[config.mk]
export PLATFORM = sky130hd
export DESIGN_NAME = stream_agen
export DESIGN_NICKNAME = d
export VERILOG_FILES = /design/src/rtl/stream_agen_pkg.sv /design/src/rtl/stream_agen_descfile.sv /design/src/rtl/stream_agen_ctrl.sv /design/src/rtl/stream_agen_addr.sv /design/src/rtl/stream_agen.sv
export SDC_FILE = /design/constraint.sdc
export NUM_CORES = 1
export LEC_CHECK = 0
export BUFFER_PORTS_ARGS = -buffer_cell sky130_fd_sc_hd__clkbuf_2
export CORE_ASPECT_RATIO = 1.5
export CORE_MARGIN = 2
export CORE_UTILIZATION = 42
export DETAILED_ROUTE_END_ITERATION = 8
export PLACE_DENSITY = 0.56
export SETUP_SLACK_MARGIN = 0.4
export SLEW_MARGIN = 20
export SYNTH_ARGS = -nofsm -noshare
export SYNTH_HDL_FRONTEND = slang
export SYNTH_HIERARCHICAL = 1
export SYNTH_SLANG_ARGS = --single-unit
[constraint.sdc]
create_clock -name clk -period 3.3 [get_ports clk]
set_input_delay 0.825 -clock clk [delete_from_list [all_inputs] [get_ports clk]]
set_output_delay 0.825 -clock clk [all_outputs]
set_load 0.01 [all_outputs]
[src/rtl/stream_agen_pkg.sv]
package stream_agen_pkg;

    typedef enum logic [2:0] {
        ST_IDLE   = 3'd0,
        ST_STRIDE = 3'd1,
        ST_GFETCH = 3'd2,
        ST_GISSUE = 3'd3,
        ST_FINISH = 3'd4
    } agen_state_e;

endpackage

[src/rtl/stream_agen_descfile.sv]
module stream_agen_descfile #(
    parameter int NDESC  = 8,
    parameter int ADDR_W = 24,
    parameter int STR_W  = 16,
    parameter int RS_W   = 5,
    parameter int LEN_W  = 16,
    localparam int SEL_W = $clog2(NDESC)
) (
    input  logic              clk,
    input  logic              rst_n,
    input  logic              wr_en,
    input  logic [SEL_W-1:0]  wr_sel,
    input  logic [ADDR_W-1:0] wr_base,
    input  logic [STR_W-1:0]  wr_stride,
    input  logic [RS_W-1:0]   wr_rs,
    input  logic [LEN_W-1:0]  wr_len,
    input  logic [SEL_W-1:0]  rd_sel,
    output logic [ADDR_W-1:0] rd_base,
    output logic [STR_W-1:0]  rd_stride,
    output logic [RS_W-1:0]   rd_rs,
    output logic [LEN_W-1:0]  rd_len
);

    logic [ADDR_W-1:0] base_r   [NDESC];
    logic [STR_W-1:0]  stride_r [NDESC];
    logic [RS_W-1:0]   rs_r     [NDESC];
    logic [LEN_W-1:0]  len_r    [NDESC];

    always_ff @(posedge clk or negedge rst_n) begin
        if (!rst_n) begin
            for (int i = 0; i < NDESC; i++) begin
                base_r[i]   <= '0;
                stride_r[i] <= '0;
                rs_r[i]     <= '0;
                len_r[i]    <= '0;
            end
        end else if (wr_en) begin
            for (int i = 0; i < NDESC; i++) begin
                if (wr_sel == SEL_W'(i)) begin
                    base_r[i]   <= wr_base;
                    stride_r[i] <= wr_stride;
                    rs_r[i]     <= wr_rs;
                    len_r[i]    <= wr_len;
                end
            end
        end
    end

    assign rd_base   = base_r[rd_sel];
    assign rd_stride = stride_r[rd_sel];
    assign rd_rs     = rs_r[rd_sel];
    assign rd_len    = len_r[rd_sel];

endmodule

[src/rtl/stream_agen_ctrl.sv]
module stream_agen_ctrl
    import stream_agen_pkg::*;
(
    input  logic        clk,
    input  logic        rst_n,
    input  logic        cmd_valid,
    input  logic        cmd_indexed,
    input  logic        len_zero,
    input  logic        last,
    input  logic        req_ready,
    input  logic        idx_valid,
    output logic        cmd_ready,
    output logic        req_valid,
    output logic        idx_ready,
    output logic        done,
    output logic        load,
    output logic        step,
    output logic        fetch
);

    agen_state_e state_q, state_d;

    // state register
    always_ff @(posedge clk or negedge rst_n) begin
        if (!rst_n) state_q <= ST_IDLE;
        else        state_q <= state_d;
    end

    // next state
    always_comb begin
        state_d = state_q;
        unique case (state_q)
            ST_IDLE: begin
                if (cmd_valid) begin
                    if (len_zero)         state_d = ST_FINISH;
                    else if (cmd_indexed) state_d = ST_GFETCH;
                    else                  state_d = ST_STRIDE;
                end
            end
            ST_STRIDE: begin
                if (req_ready && last) state_d = ST_FINISH;
            end
            ST_GFETCH: begin
                if (idx_valid) state_d = ST_GISSUE;
            end
            ST_GISSUE: begin
                if (req_ready) begin
                    if (last)           state_d = ST_FINISH;
                    else if (idx_valid) state_d = ST_GISSUE;
                    else                state_d = ST_GFETCH;
                end
            end
            ST_FINISH: state_d = ST_IDLE;
            default:   state_d = ST_IDLE;
        endcase
    end

    // outputs
    always_comb begin
        cmd_ready = 1'b0;
        req_valid = 1'b0;
        idx_ready = 1'b0;
        done      = 1'b0;
        unique case (state_q)
            ST_IDLE:   cmd_ready = 1'b1;
            ST_STRIDE: req_valid = 1'b1;
            ST_GFETCH: idx_ready = 1'b1;
            ST_GISSUE: begin
                req_valid = 1'b1;
                idx_ready = req_ready && !last;
            end
            ST_FINISH: done = 1'b1;
            default:   cmd_ready = 1'b0;
        endcase
    end

    assign load  = cmd_ready && cmd_valid;
    assign step  = req_valid && req_ready;
    assign fetch = idx_ready && idx_valid;

endmodule

[src/rtl/stream_agen_addr.sv]
module stream_agen_addr #(
    parameter int ADDR_W  = 24,
    parameter int STR_W   = 16,
    parameter int RS_W    = 5,
    parameter int LEN_W   = 16,
    parameter int OFF_W   = 16,
    parameter int MAX_REC = 16
) (
    input  logic              clk,
    input  logic              rst_n,
    input  logic              load,
    input  logic              step,
    input  logic              fetch,
    input  logic              cmd_indexed,
    input  logic [ADDR_W-1:0] desc_base,
    input  logic [STR_W-1:0]  desc_stride,
    input  logic [RS_W-1:0]   desc_rs,
    input  logic [LEN_W-1:0]  desc_len,
    input  logic [OFF_W-1:0]  idx_off,
    output logic [ADDR_W-1:0] addr,
    output logic              last,
    output logic              len_zero
);

    localparam logic [LEN_W-1:0] LEN_ONE = LEN_W'(1);

    logic [ADDR_W-1:0] base_q, rec_q, cur_q, stride_x, off_x, next_rec;
    logic [STR_W-1:0]  stride_q;
    logic [RS_W-1:0]   rs_q, wcnt_q, rs_eff;
    logic [LEN_W-1:0]  rem_q;
    logic              indexed_q;

    always_comb begin
        if (desc_rs == '0)                   rs_eff = RS_W'(1);
        else if (desc_rs > RS_W'(MAX_REC))   rs_eff = RS_W'(MAX_REC);
        else                                 rs_eff = desc_rs;
    end

    assign stride_x = {{(ADDR_W-STR_W){stride_q[STR_W-1]}}, stride_q};
    assign off_x    = {{(ADDR_W-OFF_W){1'b0}}, idx_off};
    assign next_rec = rec_q + stride_x;

    always_ff @(posedge clk or negedge rst_n) begin
        if (!rst_n) begin
            base_q    <= '0;
            rec_q     <= '0;
            cur_q     <= '0;
            stride_q  <= '0;
            rs_q      <= RS_W'(1);
            wcnt_q    <= '0;
            rem_q     <= '0;
            indexed_q <= 1'b0;
        end else if (load) begin
            base_q    <= desc_base;
            rec_q     <= desc_base;
            cur_q     <= desc_base;
            stride_q  <= desc_stride;
            rs_q      <= rs_eff;
            wcnt_q    <= '0;
            rem_q     <= desc_len;
            indexed_q <= cmd_indexed;
        end else begin
            if (step) rem_q <= rem_q - LEN_ONE;
            if (indexed_q) begin
                if (fetch) cur_q <= base_q + off_x;
            end else if (step) begin
                if (wcnt_q == rs_q - RS_W'(1)) begin
                    wcnt_q <= '0;
                    rec_q  <= next_rec;
                    cur_q  <= next_rec;
                end else begin
                    wcnt_q <= wcnt_q + RS_W'(1);
                    cur_q  <= cur_q + ADDR_W'(1);
                end
            end
        end
    end

    assign addr     = cur_q;
    assign last     = (rem_q == LEN_ONE);
    assign len_zero = (desc_len == '0);

endmodule

[src/rtl/stream_agen.sv]
module stream_agen #(
    parameter int NDESC   = 8,
    parameter int ADDR_W  = 24,
    parameter int STR_W   = 16,
    parameter int LEN_W   = 16,
    parameter int OFF_W   = 16,
    parameter int MAX_REC = 16,
    localparam int SEL_W  = $clog2(NDESC),
    localparam int RS_W   = $clog2(MAX_REC + 1)
) (
    input  logic              clk,
    input  logic              rst_n,
    input  logic              desc_wr_en,
    input  logic [SEL_W-1:0]  desc_wr_sel,
    input  logic [ADDR_W-1:0] desc_wr_base,
    input  logic [STR_W-1:0]  desc_wr_stride,
    input  logic [RS_W-1:0]   desc_wr_recsz,
    input  logic [LEN_W-1:0]  desc_wr_len,
    input  logic              cmd_valid,
    output logic              cmd_ready,
    input  logic [SEL_W-1:0]  cmd_sel,
    input  logic              cmd_indexed,
    input  logic              idx_valid,
    output logic              idx_ready,
    input  logic [OFF_W-1:0]  idx_off,
    output logic              req_valid,
    input  logic              req_ready,
    output logic [ADDR_W-1:0] req_addr,
    output logic              done
);

    logic [ADDR_W-1:0] sel_base;
    logic [STR_W-1:0]  sel_stride;
    logic [RS_W-1:0]   sel_rs;
    logic [LEN_W-1:0]  sel_len;
    logic              load, step, fetch, last, len_zero;

    stream_agen_descfile #(
        .NDESC(NDESC), .ADDR_W(ADDR_W), .STR_W(STR_W), .RS_W(RS_W), .LEN_W(LEN_W)
    ) u_desc (
        .clk       (clk),
        .rst_n     (rst_n),
        .wr_en     (desc_wr_en),
        .wr_sel    (desc_wr_sel),
        .wr_base   (desc_wr_base),
        .wr_stride (desc_wr_stride),
        .wr_rs     (desc_wr_recsz),
        .wr_len    (desc_wr_len),
        .rd_sel    (cmd_sel),
        .rd_base   (sel_base),
        .rd_stride (sel_stride),
        .rd_rs     (sel_rs),
        .rd_len    (sel_len)
    );

    stream_agen_ctrl u_ctrl (
        .clk         (clk),
        .rst_n       (rst_n),
        .cmd_valid   (cmd_valid),
        .cmd_indexed (cmd_indexed),
        .len_zero    (len_zero),
        .last        (last),
        .req_ready   (req_ready),
        .idx_valid   (idx_valid),
        .cmd_ready   (cmd_ready),
        .req_valid   (req_valid),
        .idx_ready   (idx_ready),
        .done        (done),
        .load        (load),
        .step        (step),
        .fetch       (fetch)
    );

    stream_agen_addr #(
        .ADDR_W(ADDR_W), .STR_W(STR_W), .RS_W(RS_W), .LEN_W(LEN_W),
        .OFF_W(OFF_W), .MAX_REC(MAX_REC)
    ) u_addr (
        .clk         (clk),
        .rst_n       (rst_n),
        .load        (load),
        .step        (step),
        .fetch       (fetch),
        .cmd_indexed (cmd_indexed),
        .desc_base   (sel_base),
        .desc_stride (sel_stride),
        .desc_rs     (sel_rs),
        .desc_len    (sel_len),
        .idx_off     (idx_off),
        .addr        (req_addr),
        .last        (last),
        .len_zero    (len_zero)
    );

endmodule

==> flow_summary.toml <==
[status]
outcome = "complete, no violations"

[power_and_ir_drop]
power_per_cell_area_nw_per_um2 = 774
peakVddDrop_mv = 0.376
cellLeakagePower_nw = 14.5
power.total_mw = 26.4

[grt]
global_route.usage.met2_pct = 38.4
grtUsageMet3_pct = 2.94
grt_first_pass_wirelength_um = 123000
number_of_global_route_vias_before_repair = 20230
global_route.usage.met1_pct = 27.9
grt_antenna_before_repair = 7
maximum_number_of_pins_on_one_net_before_global_route_repair = 113
grt.total_usage_pct = 21.7
global_route.overflow_total = 0
globalRoute.busiestLayer = "met2"

[cells_and_area]
finalNonFillerCells = 3273
post-route-cell-area_sq_um = 34100
finish.net_count = 2449
area_growth_syn_to_layout_pct = 13.9
final_util_pct = 48.1
filler_cell_count = 6242
most-common-layout-cells = "sky130_fd_sc_hd__dfrtp_1, sky130_fd_sc_hd__mux2_2, sky130_fd_sc_hd__mux4_2, sky130_fd_sc_hd__clkbuf_2, sky130_fd_sc_hd__nand2_1"
layout_commonest_cell = "sky130_fd_sc_hd__dfrtp_1"
final_layout_size_suffix_gt1_share_pct = 43.7

[drt]
drt-pass1-iter-count = 5
drt_drc_violations_left = 0
routed-via-count = 18783
antenna_left = 0
dr_iter_0_viols = 1079
wire_per_inst_um = 24.1
post_drt_via_cell_ratio = 5.74
drt-total-wl_um = 78900

[floorplan]
core_area_sq_um = 71000
die_width_um = 222
initial_core_util_pct = 42.2
fp.dieH_um = 331
placement_rows = 120
ioPinCount = 118
dieArea_sq_um = 73500

[synthesis]
yosys_most_used_dff = "sky130_fd_sc_hd__dfrtp_1"
netlist_area_sq_um = 30000
synth.yosys.warnings = 6
ys_seq_elements = 606
post-synth-top-area-cell = "sky130_fd_sc_hd__dfrtp_1"
synth_cell_type_count = 84
number_of_synthesized_flops_with_an_enable_pin = 0
synth_top_area_share_pct = 50.5
yosys-top-cells-area = "sky130_fd_sc_hd__dfrtp_1, sky130_fd_sc_hd__mux2_2, sky130_fd_sc_hd__mux4_2"
synth_sequential_area_ratio_pct = 50.6
ys_async_sr_fraction_pct = 100
synthesis.instances = 2177
synthesis.nets = 2313
syn_area_per_cell_sq_um = 13.8

[clock_tree]
cts_tree = "done"
ctsRootBufferMaster = "sky130_fd_sc_hd__clkbuf_16"
cts_made_buffers = 58
clk_latency_ns = 0.64
cts_hold_buffers = 0
cts-root-to-sink-buffers = 3
cts.sinks = 606
ctsHtreeMaxLevel = 2
worst_setup_hold_path_clk_slew_ns = 0.06

[setup_path]
timing.critical_path.cells = "or4_4 -> nor3_4 -> and3_4 -> nand2b_4 -> a21oi_4 -> buf_8"
end_kind = "primary output"
critPathMaxFanout = 3
critical_path.top_delay_family = "simple AND/OR/NAND/NOR gates"
cpMaxStageDelayCell = "sky130_fd_sc_hd__or4_4"
timing.critical_path.slowest_cell_delay_ns = 0.56
criticalPathCategory = "reg -> out"
worst-endpoint-required_ns = 2.47
worst_setup_path_start_kind = "register"
cp_data_arrival_time_ns = 2.30
timing.critical_path.buf_inv = 1

[placed_design]
dpl_cell_area_sq_um = 32000
placed_cells = 3159
detailedPlace.worstSlack_ns = 0.0115
gp_congestion = 0.920
io_buffers = 117
hpwl_reported_at_the_end_of_detailed_placement_um = 52000

[sta]
max_freq_mhz = 320
clock_skew_ns = 0.0169
hold_violations = 0
measured_slew_at_the_worst_slew_check_pin_ns = 0.713
slew-limit-headroom_pct = 52.0
period_needed_ns = 3.13
final-max-slew-violation-count = 0
post-route-period-util_pct = 94.7
setup_ws_ns = 0.174
timing.setup.tns_ns = 0
holdWs_ns = 0.119
grt_setup_unrepaired = "yes"
setup_viol = 0

[worst_hold_path]
hold_path_class = "in -> async"

[job]
maxCapViolCount = 0
-- timing repair --
item	4_1_cts	5_1_grt
gates resized for setup	13	8
setup endpoints to repair	16	14
pin swaps	7	3
buffers inserted	8	1
-- report_power, final --
group	internal (mW)	leakage [nW]	switching, mW
Combinational	4.36	6.26	4.52
Sequential	9.39	7.31	1.35
Clock	3.88	0.958	2.92
Total	17.6	14.5	8.78
-- cell type report --
| class | count | area (sq um) | share of cell area, % |
|---|---|---|---|
| Sequential cell | 606 | 15200 | 44.4 |
| Multi-Input combinational cell | 1406 | 14100 | 41.4 |
| Clock inverter | 16 | 180 | 0.528 |
| Tap cell | 915 | 1140 | 3.35 |
| Antenna cell | 1 | 2.50 | 0.00733 |
| Inverter | 37 | 139 | 0.407 |
| Timing Repair Buffer | 204 | 1620 | 4.75 |
| Clock buffer | 88 | 1750 | 5.14 |
-- metal layers --
metal | vias to the layer above | wire (um)
met5 | - | 37
met4 | 6 | 2140
met2 | 376 | 40200
met1 | 9909 | 33500
met3 | 118 | 3010
li1 | 8374 | -
-- state kept, by name, summed over array words and instances, names as in the netlist --
signal and count:
u_addr/base_q 24, u_desc/len_r 128, u_addr/rem_q 16, u_addr/indexed_q 1
u_desc/base_r 192, u_ctrl/state_q 3, u_addr/wcnt_q 5, u_addr/rec_q 24
u_desc/stride_r 128, u_addr/addr 24, u_addr/rs_q 5, u_desc/rs_r 40
u_addr/stride_q 16
-- Yosys cell counts, drive strengths merged (16+ instances only) --
master  number
a211oi      16
a21o        27
a21oi       51
buf         93
clkbuf      35
dfrtp      605
ha          44
inv         36
mux2       573
mux4       122
nand2       97
nand3       28
nor2        62
o211ai      25
o21a        24
o21ai       83
xnor2       39
xor2        36
-- cell families (layout without fill, tap and decap cells) --
kind of cell,after synthesis,count (layout),synth area share (%)
muxes,703,703,31.0
DFF,606,606,50.6
AOI/OAI and AO/OA,295,295,6.75
and+or+nand+nor,287,287,4.79
buffers and inverters,165,345,2.68
xor gates and xnor gates,75,75,2.22
adders and majority gates,46,46,1.97
other,0,1,0
-- path summary, 6_finish.rpt --
path | startpoint | to | slack (ns) | depth (start not counted)
max | u_addr/rem_q[6] | idx_ready | 0.17 | 6
min | rst_n | u_desc/rs_r[25] | 0.12 | 1
max reg2reg | u_addr/stride_q[8] | u_addr/addr[22] | 0.47 | 10
min reg2reg | u_desc/len_r[127] | u_desc/len_r[127] | 0.49 | 1
max in group asynchronous | rst_n | u_desc/base_r[158] | 2.15 | 3
min in group clk | u_desc/len_r[127] | u_desc/len_r[127] | 0.49 | 1
(Power assumes the default switching activity.)
